### config.mk
export PLATFORM = sky130hd
export DESIGN_NAME = msbj_audio_port
export DESIGN_NICKNAME = d
export VERILOG_FILES = /design/src/rtl/msbj_pkg.sv /design/src/rtl/msbj_sync.sv /design/src/rtl/msbj_rx.sv /design/src/rtl/msbj_tx.sv /design/src/rtl/msbj_duty.sv /design/src/rtl/msbj_audio_port.sv
export SDC_FILE = /design/constraint.sdc
export NUM_CORES = 1
export LEC_CHECK = 0
export BUFFER_PORTS_ARGS = -buffer_cell sky130_fd_sc_hd__buf_2
export CAP_MARGIN = 40
export CORE_MARGIN = 5
export CORE_UTILIZATION = 35
export DETAILED_ROUTE_END_ITERATION = 6
export GPL_ROUTABILITY_DRIVEN = 0
export PLACE_DENSITY_LB_ADDON = 0.1
export SETUP_SLACK_MARGIN = 0.1
export SYNTH_ARGS = -nofsm -noshare
export SYNTH_HDL_FRONTEND = slang
export SYNTH_SLANG_ARGS = --single-unit
### constraint.sdc
create_clock -name clk -period 9.27 [get_ports clk]
set_input_delay 1.854 -clock clk [delete_from_list [all_inputs] [get_ports clk]]
set_output_delay 1.854 -clock clk [all_outputs]
set_load 0.02 [all_outputs]
### src/rtl/msbj_pkg.sv
// Shared constants and the duty-cycle test used by both port monitors.
package msbj_pkg;
    localparam int unsigned CODEC_WORD = 16;
    localparam int unsigned AUX_WORD   = 18;
    // Faulty when |high-low| * DUTY_RATIO exceeds high+low (5 % of frame).
    localparam int unsigned DUTY_RATIO = 20;

    // Returns 1 when the two half-frame lengths are too far apart.
    function automatic logic duty_bad(input logic [31:0] hi, input logic [31:0] lo);
        logic [31:0] diff;
        diff = (hi > lo) ? (hi - lo) : (lo - hi);
        return (diff * DUTY_RATIO) > (hi + lo);
    endfunction
endpackage

### src/rtl/msbj_sync.sv
// Multi-stage synchroniser for a group of slow serial inputs.
// Assumes the inputs change far slower than clk, so all bits of the group
// move through the chain together and keep their relative order.
module msbj_sync #(
    parameter int N      = 3,
    parameter int STAGES = 2
) (
    input  logic         clk,
    input  logic         rst_n,
    input  logic [N-1:0] d,
    output logic [N-1:0] q
);
    logic [N-1:0] st [STAGES];

    // First stage: capture the asynchronous inputs.
    always_ff @(posedge clk) begin
        if (!rst_n) st[0] <= '0;
        else        st[0] <= d;
    end

    for (genvar g = 1; g < STAGES; g++) begin : g_stage
        // Further stages: settle metastability.
        always_ff @(posedge clk) begin
            if (!rst_n) st[g] <= '0;
            else        st[g] <= st[g-1];
        end
    end

    assign q = st[STAGES-1];
endmodule

### src/rtl/msbj_rx.sv
// MSB-justified receiver for one serial port and one word length.
// Samples data on detected bit-clock rising edges. A change of the word
// clock level at a rising edge opens a half-frame whose first bit is the MSB.
// Bits after WORD are dropped. A pair is released after the right word,
// and only when a left word completed before it.
// Assumes the word clock never moves at a bit-clock rising edge and WORD >= 2.
module msbj_rx #(
    parameter int WORD = 16
) (
    input  logic            clk,
    input  logic            rst_n,
    input  logic            bclk,
    input  logic            lrck,
    input  logic            sdi,
    output logic [WORD-1:0] left_o,
    output logic [WORD-1:0] right_o,
    output logic            valid_o
);
    localparam int CW = $clog2(WORD + 1);
    localparam logic [CW-1:0] FULL = CW'(WORD);
    localparam logic [CW-1:0] LAST = CW'(WORD - 1);

    logic            bclk_q;
    logic            last_lr;
    logic            have_left;
    logic [CW-1:0]   cnt;
    logic [WORD-1:0] sh;
    logic [WORD-1:0] pend;
    logic [WORD-1:0] nxt;
    logic            rise;

    assign rise = bclk & ~bclk_q;
    assign nxt  = {sh[WORD-2:0], sdi};

    // Shift, count and release words on bit-clock rising edges.
    always_ff @(posedge clk) begin
        if (!rst_n) begin
            bclk_q    <= 1'b0;
            last_lr   <= 1'b0;
            have_left <= 1'b0;
            cnt       <= FULL;
            sh        <= '0;
            pend      <= '0;
            left_o    <= '0;
            right_o   <= '0;
            valid_o   <= 1'b0;
        end else begin
            bclk_q  <= bclk;
            valid_o <= 1'b0;
            if (rise) begin
                last_lr <= lrck;
                if (lrck != last_lr) begin
                    sh  <= {{(WORD-1){1'b0}}, sdi};
                    cnt <= CW'(1);
                end else if (cnt < FULL) begin
                    sh  <= nxt;
                    cnt <= cnt + CW'(1);
                    if (cnt == LAST) begin
                        if (lrck) begin
                            pend      <= nxt;
                            have_left <= 1'b1;
                        end else if (have_left) begin
                            left_o    <= pend;
                            right_o   <= nxt;
                            valid_o   <= 1'b1;
                            have_left <= 1'b0;
                        end
                    end
                end
            end
        end
    end
endmodule

### src/rtl/msbj_tx.sv
// MSB-justified transmitter. A word clock edge loads the channel word
// (zero when blanking), putting its MSB on the line at once. Each bit-clock
// falling edge shifts in a zero, so the line rests at 0 past the word.
// A load wins over a falling edge seen in the same cycle.
module msbj_tx #(
    parameter int WORD = 16
) (
    input  logic            clk,
    input  logic            rst_n,
    input  logic            bclk,
    input  logic            lrck,
    input  logic [WORD-1:0] left_i,
    input  logic [WORD-1:0] right_i,
    input  logic            force_zero,
    output logic            sdo
);
    logic            bclk_q;
    logic            lr_q;
    logic [WORD-1:0] sh;
    logic            fall;
    logic            lr_chg;

    assign fall   = bclk_q & ~bclk;
    assign lr_chg = lrck ^ lr_q;

    // Load on word clock edges, shift on bit-clock falling edges.
    always_ff @(posedge clk) begin
        if (!rst_n) begin
            bclk_q <= 1'b0;
            lr_q   <= 1'b0;
            sh     <= '0;
        end else begin
            bclk_q <= bclk;
            lr_q   <= lrck;
            if (lr_chg) begin
                if (force_zero) sh <= '0;
                else            sh <= lrck ? left_i : right_i;
            end else if (fall) begin
                sh <= {sh[WORD-2:0], 1'b0};
            end
        end
    end

    assign sdo = sh[WORD-1];
endmodule

### src/rtl/msbj_duty.sv
// Word clock duty monitor. Counts bit-clock rising edges in the high and
// low halves of each frame (a frame opens on a rising word clock). Judges
// the completed frame when the next one opens. The first frame after reset
// is only used to start counting. Counters saturate.
module msbj_duty #(
    parameter int CNT_W = 10
) (
    input  logic clk,
    input  logic rst_n,
    input  logic bclk,
    input  logic lrck,
    output logic req_o
);
    logic             bclk_q;
    logic             last_lr;
    logic             started;
    logic [CNT_W-1:0] cnt_h;
    logic [CNT_W-1:0] cnt_l;
    logic             rise;
    logic             bad;

    assign rise = bclk & ~bclk_q;

    // Evaluate the tolerance rule on the finished frame's counts.
    always_comb bad = msbj_pkg::duty_bad(32'(cnt_h), 32'(cnt_l));

    // Count half-frame lengths and raise the request at frame start.
    always_ff @(posedge clk) begin
        if (!rst_n) begin
            bclk_q  <= 1'b0;
            last_lr <= 1'b0;
            started <= 1'b0;
            cnt_h   <= '0;
            cnt_l   <= '0;
            req_o   <= 1'b0;
        end else begin
            bclk_q <= bclk;
            req_o  <= 1'b0;
            if (rise) begin
                last_lr <= lrck;
                if (lrck && !last_lr) begin
                    req_o   <= started & bad;
                    started <= 1'b1;
                    cnt_h   <= CNT_W'(1);
                    cnt_l   <= '0;
                end else if (lrck) begin
                    if (cnt_h != '1) cnt_h <= cnt_h + CNT_W'(1);
                end else begin
                    if (cnt_l != '1) cnt_l <= cnt_l + CNT_W'(1);
                end
            end
        end
    end
endmodule

### src/rtl/msbj_audio_port.sv
// Stereo codec serial audio port. Port A: 16-bit transmit of the converter
// words plus 16-bit receive for the codec DAC. Port B: 18-bit receive for
// the auxiliary DAC on its own clock pair. Each port has a duty monitor.
// Assumes both bit clocks are slower than clk/4 and that word clock edges
// line up with bit-clock falling edges.
module msbj_audio_port #(
    parameter int CODEC_W     = msbj_pkg::CODEC_WORD,
    parameter int AUX_W       = msbj_pkg::AUX_WORD,
    parameter int CNT_W       = 10,
    parameter int SYNC_STAGES = 2
) (
    input  logic               clk,
    input  logic               rst_n,
    input  logic               bclk_a,
    input  logic               lrck_a,
    input  logic               sdi_a,
    output logic               sdo_a,
    input  logic [CODEC_W-1:0] adc_left,
    input  logic [CODEC_W-1:0] adc_right,
    input  logic               sdo_force_zero,
    output logic [CODEC_W-1:0] dac_left,
    output logic [CODEC_W-1:0] dac_right,
    output logic               dac_valid,
    input  logic               bclk_b,
    input  logic               lrck_b,
    input  logic               sdi_b,
    output logic [AUX_W-1:0]   aux_left,
    output logic [AUX_W-1:0]   aux_right,
    output logic               aux_valid,
    output logic               resync_a,
    output logic               resync_b
);
    logic [2:0] a_s;
    logic [2:0] b_s;

    msbj_sync #(.N(3), .STAGES(SYNC_STAGES)) u_sync_a (
        .clk(clk), .rst_n(rst_n), .d({bclk_a, lrck_a, sdi_a}), .q(a_s)
    );

    msbj_sync #(.N(3), .STAGES(SYNC_STAGES)) u_sync_b (
        .clk(clk), .rst_n(rst_n), .d({bclk_b, lrck_b, sdi_b}), .q(b_s)
    );

    msbj_rx #(.WORD(CODEC_W)) u_rx_a (
        .clk(clk), .rst_n(rst_n), .bclk(a_s[2]), .lrck(a_s[1]), .sdi(a_s[0]),
        .left_o(dac_left), .right_o(dac_right), .valid_o(dac_valid)
    );

    msbj_tx #(.WORD(CODEC_W)) u_tx_a (
        .clk(clk), .rst_n(rst_n), .bclk(a_s[2]), .lrck(a_s[1]),
        .left_i(adc_left), .right_i(adc_right), .force_zero(sdo_force_zero),
        .sdo(sdo_a)
    );

    msbj_duty #(.CNT_W(CNT_W)) u_duty_a (
        .clk(clk), .rst_n(rst_n), .bclk(a_s[2]), .lrck(a_s[1]), .req_o(resync_a)
    );

    msbj_rx #(.WORD(AUX_W)) u_rx_b (
        .clk(clk), .rst_n(rst_n), .bclk(b_s[2]), .lrck(b_s[1]), .sdi(b_s[0]),
        .left_o(aux_left), .right_o(aux_right), .valid_o(aux_valid)
    );

    msbj_duty #(.CNT_W(CNT_W)) u_duty_b (
        .clk(clk), .rst_n(rst_n), .bclk(b_s[2]), .lrck(b_s[1]), .req_o(resync_b)
    );
endmodule

==> run_results.csv <==
group,metric,value,unit
grt,overflow,0,
synthesis,ys_types,64,
synthesis,ys_seq_area_share,34.3,%
floorplan,start_util,35.1,%
placed_design,dp_hpwl,23800,µm
synthesis,synthCells,1563,
pwr,p_seq_share,42.2,%
finish,drive_gt1_share,12.1,%
timing,fin_crit_sh,66.5,%
routing,wl,32700,µm
routing,antenna_left,0,
cts,cts_tree,"done",
cts,root_buffer,"clkbuf_16",
grt,grt_pass1_wl,54200,µm
grt,grt_pass1_vias,10500,
pwr,power_frac_clock,50.5,%
floorplan,die_y,204,µm
routing,vias,10800,
finish,final_cell_mix,"253 x nand2_1, 225 x dfxtp_1, 124 x ha_1",
routing,drt-initial-drc-count,527,
placed_design,port_buffers,113,
pwr,ir_drop,0.000130,V
timing,finClkSkew,0.0148,ns
routing,drt_first_pass_iters,4,
synthesis,yosys_warnings,0,
setup_path,worstSetupPathType,"reg -> reg",
setup_path,cp-end-kind,"register",
synthesis,synth-edff-count,0,
cts,clk_pin_slew,0.07,ns
min_path,hold_path.class,"reg -> reg",
synthesis,synth_flop_cell,"dfxtp_1",
synthesis,ys_seq_elements,225,
synthesis,synthArstFlopShare,0,%
cts,cts_resized,0,
timing,whs,0.432,ns
status,status,"complete, no violations",
setup_path,crit_required,9.69,ns
floorplan,io_pins,114,
cts,worst_skew_pair.late_latency,0.54,ns
routing,wl_per_cell,15.0,µm
synthesis,synth_area,0.0131,mm²
timing,rsz0062_at_grt,"false",
timing,finalHoldViolCount,0,
run,cap_violations,0,
finish,multiInputGateArea,0.00804,mm²
floorplan,die_w,204,µm
grt,grt_max_degree,95,
pwr,switching_share,22.4,%
cts,cts_sinks,225,
floorplan,coreArea,0.0374,mm²
timing,maxSlewHeadroom,46.7,%
timing,setup_viol,0,
finish,register_area,0.00450,mm²
routing,viasPerCell,4.94,
setup_path,crit_path_start_kind,"register",
pwr,power.leakage,6.43,nW
pwr,p_sw,520,µW
cts,cts-buffers-inserted,27,
pwr,p_int,1.80,mW
cts,clockBufferDepth,3,
grt,grt_usage,15.4,%
floorplan,rows,71,
timing,max_freq,162,MHz
setup_path,arrival,6.58,ns
cts,cts_hold_buf,0,
finish,n_antenna_cell,0,
synthesis,avgSynthCellArea,8.40,µm²
cts,h-tree-depth,1,
timing,finalMaxSlewViolations,0,
routing,drc_errors,0,
finish,areaGrowthSynthToFinish,15.9,%
grt,antenna_found_initial,1,
pwr,power.density,152,mW/mm²
floorplan,dieArea,0.0415,mm²
finish,post-route-util,40.7,%
timing,worst_pin_slew,0.798,ns
timing,fin_crit,6.17,ns
cts,postCtsSetupBuffers,0,
synthesis,syn_nets,1736,
timing,tns,0,ns
finish,layout.cells.most_common,"nand2_1",
setup_path,cp_max_fo,11,
pwr,p_comb_share,7.2,%
finish,fill_cells,3870,
finish,num-nets-final,1827,
[registers in the layout (all words and copies together) (netlist names), 6 cells and up]
name	flops
u_duty_a.cnt_h	10
u_duty_a.cnt_l	10
u_duty_b.cnt_h	10
u_duty_b.cnt_l	10
u_rx_a.left_o	16
u_rx_a.pend	16
u_rx_a.right_o	16
u_rx_a.sh	15
u_rx_b.left_o	18
u_rx_b.pend	18
u_rx_b.right_o	18
u_rx_b.sh	17
u_sync_a.st	6
u_sync_b.st	6
u_tx_a.sh	16
[power groups by stage]
stage          registers, mW  logic, mW  clock network, mW
6_report               0.979      0.168               1.17
3_3_place_gp            1.00      0.167                  0
2_1_floorplan          0.998      0.126                  0
4_1_cts                0.978      0.170               1.21
3_5_place_dp            1.00      0.169                  0
5_1_grt                0.979      0.188               1.25
[worst max-delay path: stages (launching register included)]
cell and delay, ns:
dfxtp_1 0.40, inv_1 0.10, ha_1 0.45, a21o_1 0.24, or3_1 0.33, o21a_1 0.22
a21oi_2 0.60, mux2i_1 0.29, xnor2_1 0.20, inv_1 0.09, ha_1 0.30, ha_1 0.24
fa_1 0.44, a21o_1 0.18, a21oi_1 0.17, xnor2_1 0.14, ha_1 0.27, a2111oi_0 0.40
o21ai_0 0.15, nor2_1 0.12, o311a_1 0.19, nand4_1 0.13, a311oi_1 0.32, a211oi_1 0.08
[through the flow]
| stage | cells | power (mW) | cell area (µm²) | worst slack (ns) |
|---|---|---|---|---|
| 2_1_floorplan | 1563 | 1.12 | 13100 | 4.07 |
| 3_3_place_gp | 2128 | 1.17 | 14200 | 3.35 |
| 3_5_place_dp | 2136 | 1.17 | 14200 | 3.16 |
| 4_1_cts | 2185 | 2.36 | 15200 | 3.13 |
| 5_1_grt | 2185 | 2.42 | 15200 | 2.62 |
| 6_report | 2185 | 2.32 | 15200 | 3.10 |
[final cells by class]
type	instances	share of cell area (%)
inverter	84	2.07
timing repair buffer	133	4.77
clock inverter	11	1.21
sequential	225	29.6
clock buffer	38	5.37
multi-input combinational	1183	52.8
tap	511	4.20
[path summary, 6_finish.rpt]
| kind | cells past startpoint | slack, ns | end | start |
|---|---|---|---|---|
| worst min register to register | 1 | 0.43 | u_sync_b.st[1][1] | u_sync_b.st[0][1] |
| worst min-delay path | 1 | 0.43 | u_sync_b.st[1][1] | u_sync_b.st[0][1] |
| worst max-delay path | 23 | 3.10 | u_duty_a.req_o | u_duty_a.cnt_l[4] |
| worst max register to register | 23 | 3.10 | u_duty_a.req_o | u_duty_a.cnt_l[4] |
[synth_stat cells, drive strengths merged (36+ instances only)]
cell	number	area, µm²
a21boi	108	811
a21oi	81	409
clkbuf	57	214
dfxtp	225	4500
ha	124	1550
inv	83	312
nand2	253	950
nor2	84	325
nor2b	62	388
nor3	36	191
o21ai	46	241
xnor2	70	662
[per-layer routing]
metal  global-route usage, %  up-vias  wire [µm]
met3                    2.72       37       1240
met4                    2.75        2        517
met1                    21.7     5005      16000
li1                        -     5586          -
met2                    25.1      160      14900
met5                       0        -         20
[cell families (layout without fill, tap and decap cells)]
family	count (synthesis)	after routing	synth area share, %
AND/OR/NAND/NOR	563	563	20.3
AO/OA/AOI/OAI	379	379	19.8
flip-flops	225	225	34.3
buffers and inverters	155	266	4.66
adder cells (fa/ha/maj)	132	132	13.0
XOR/XNOR	88	88	6.24
multiplexers	21	21	1.65
No activity file was read; power rests on OpenSTA's default activity.
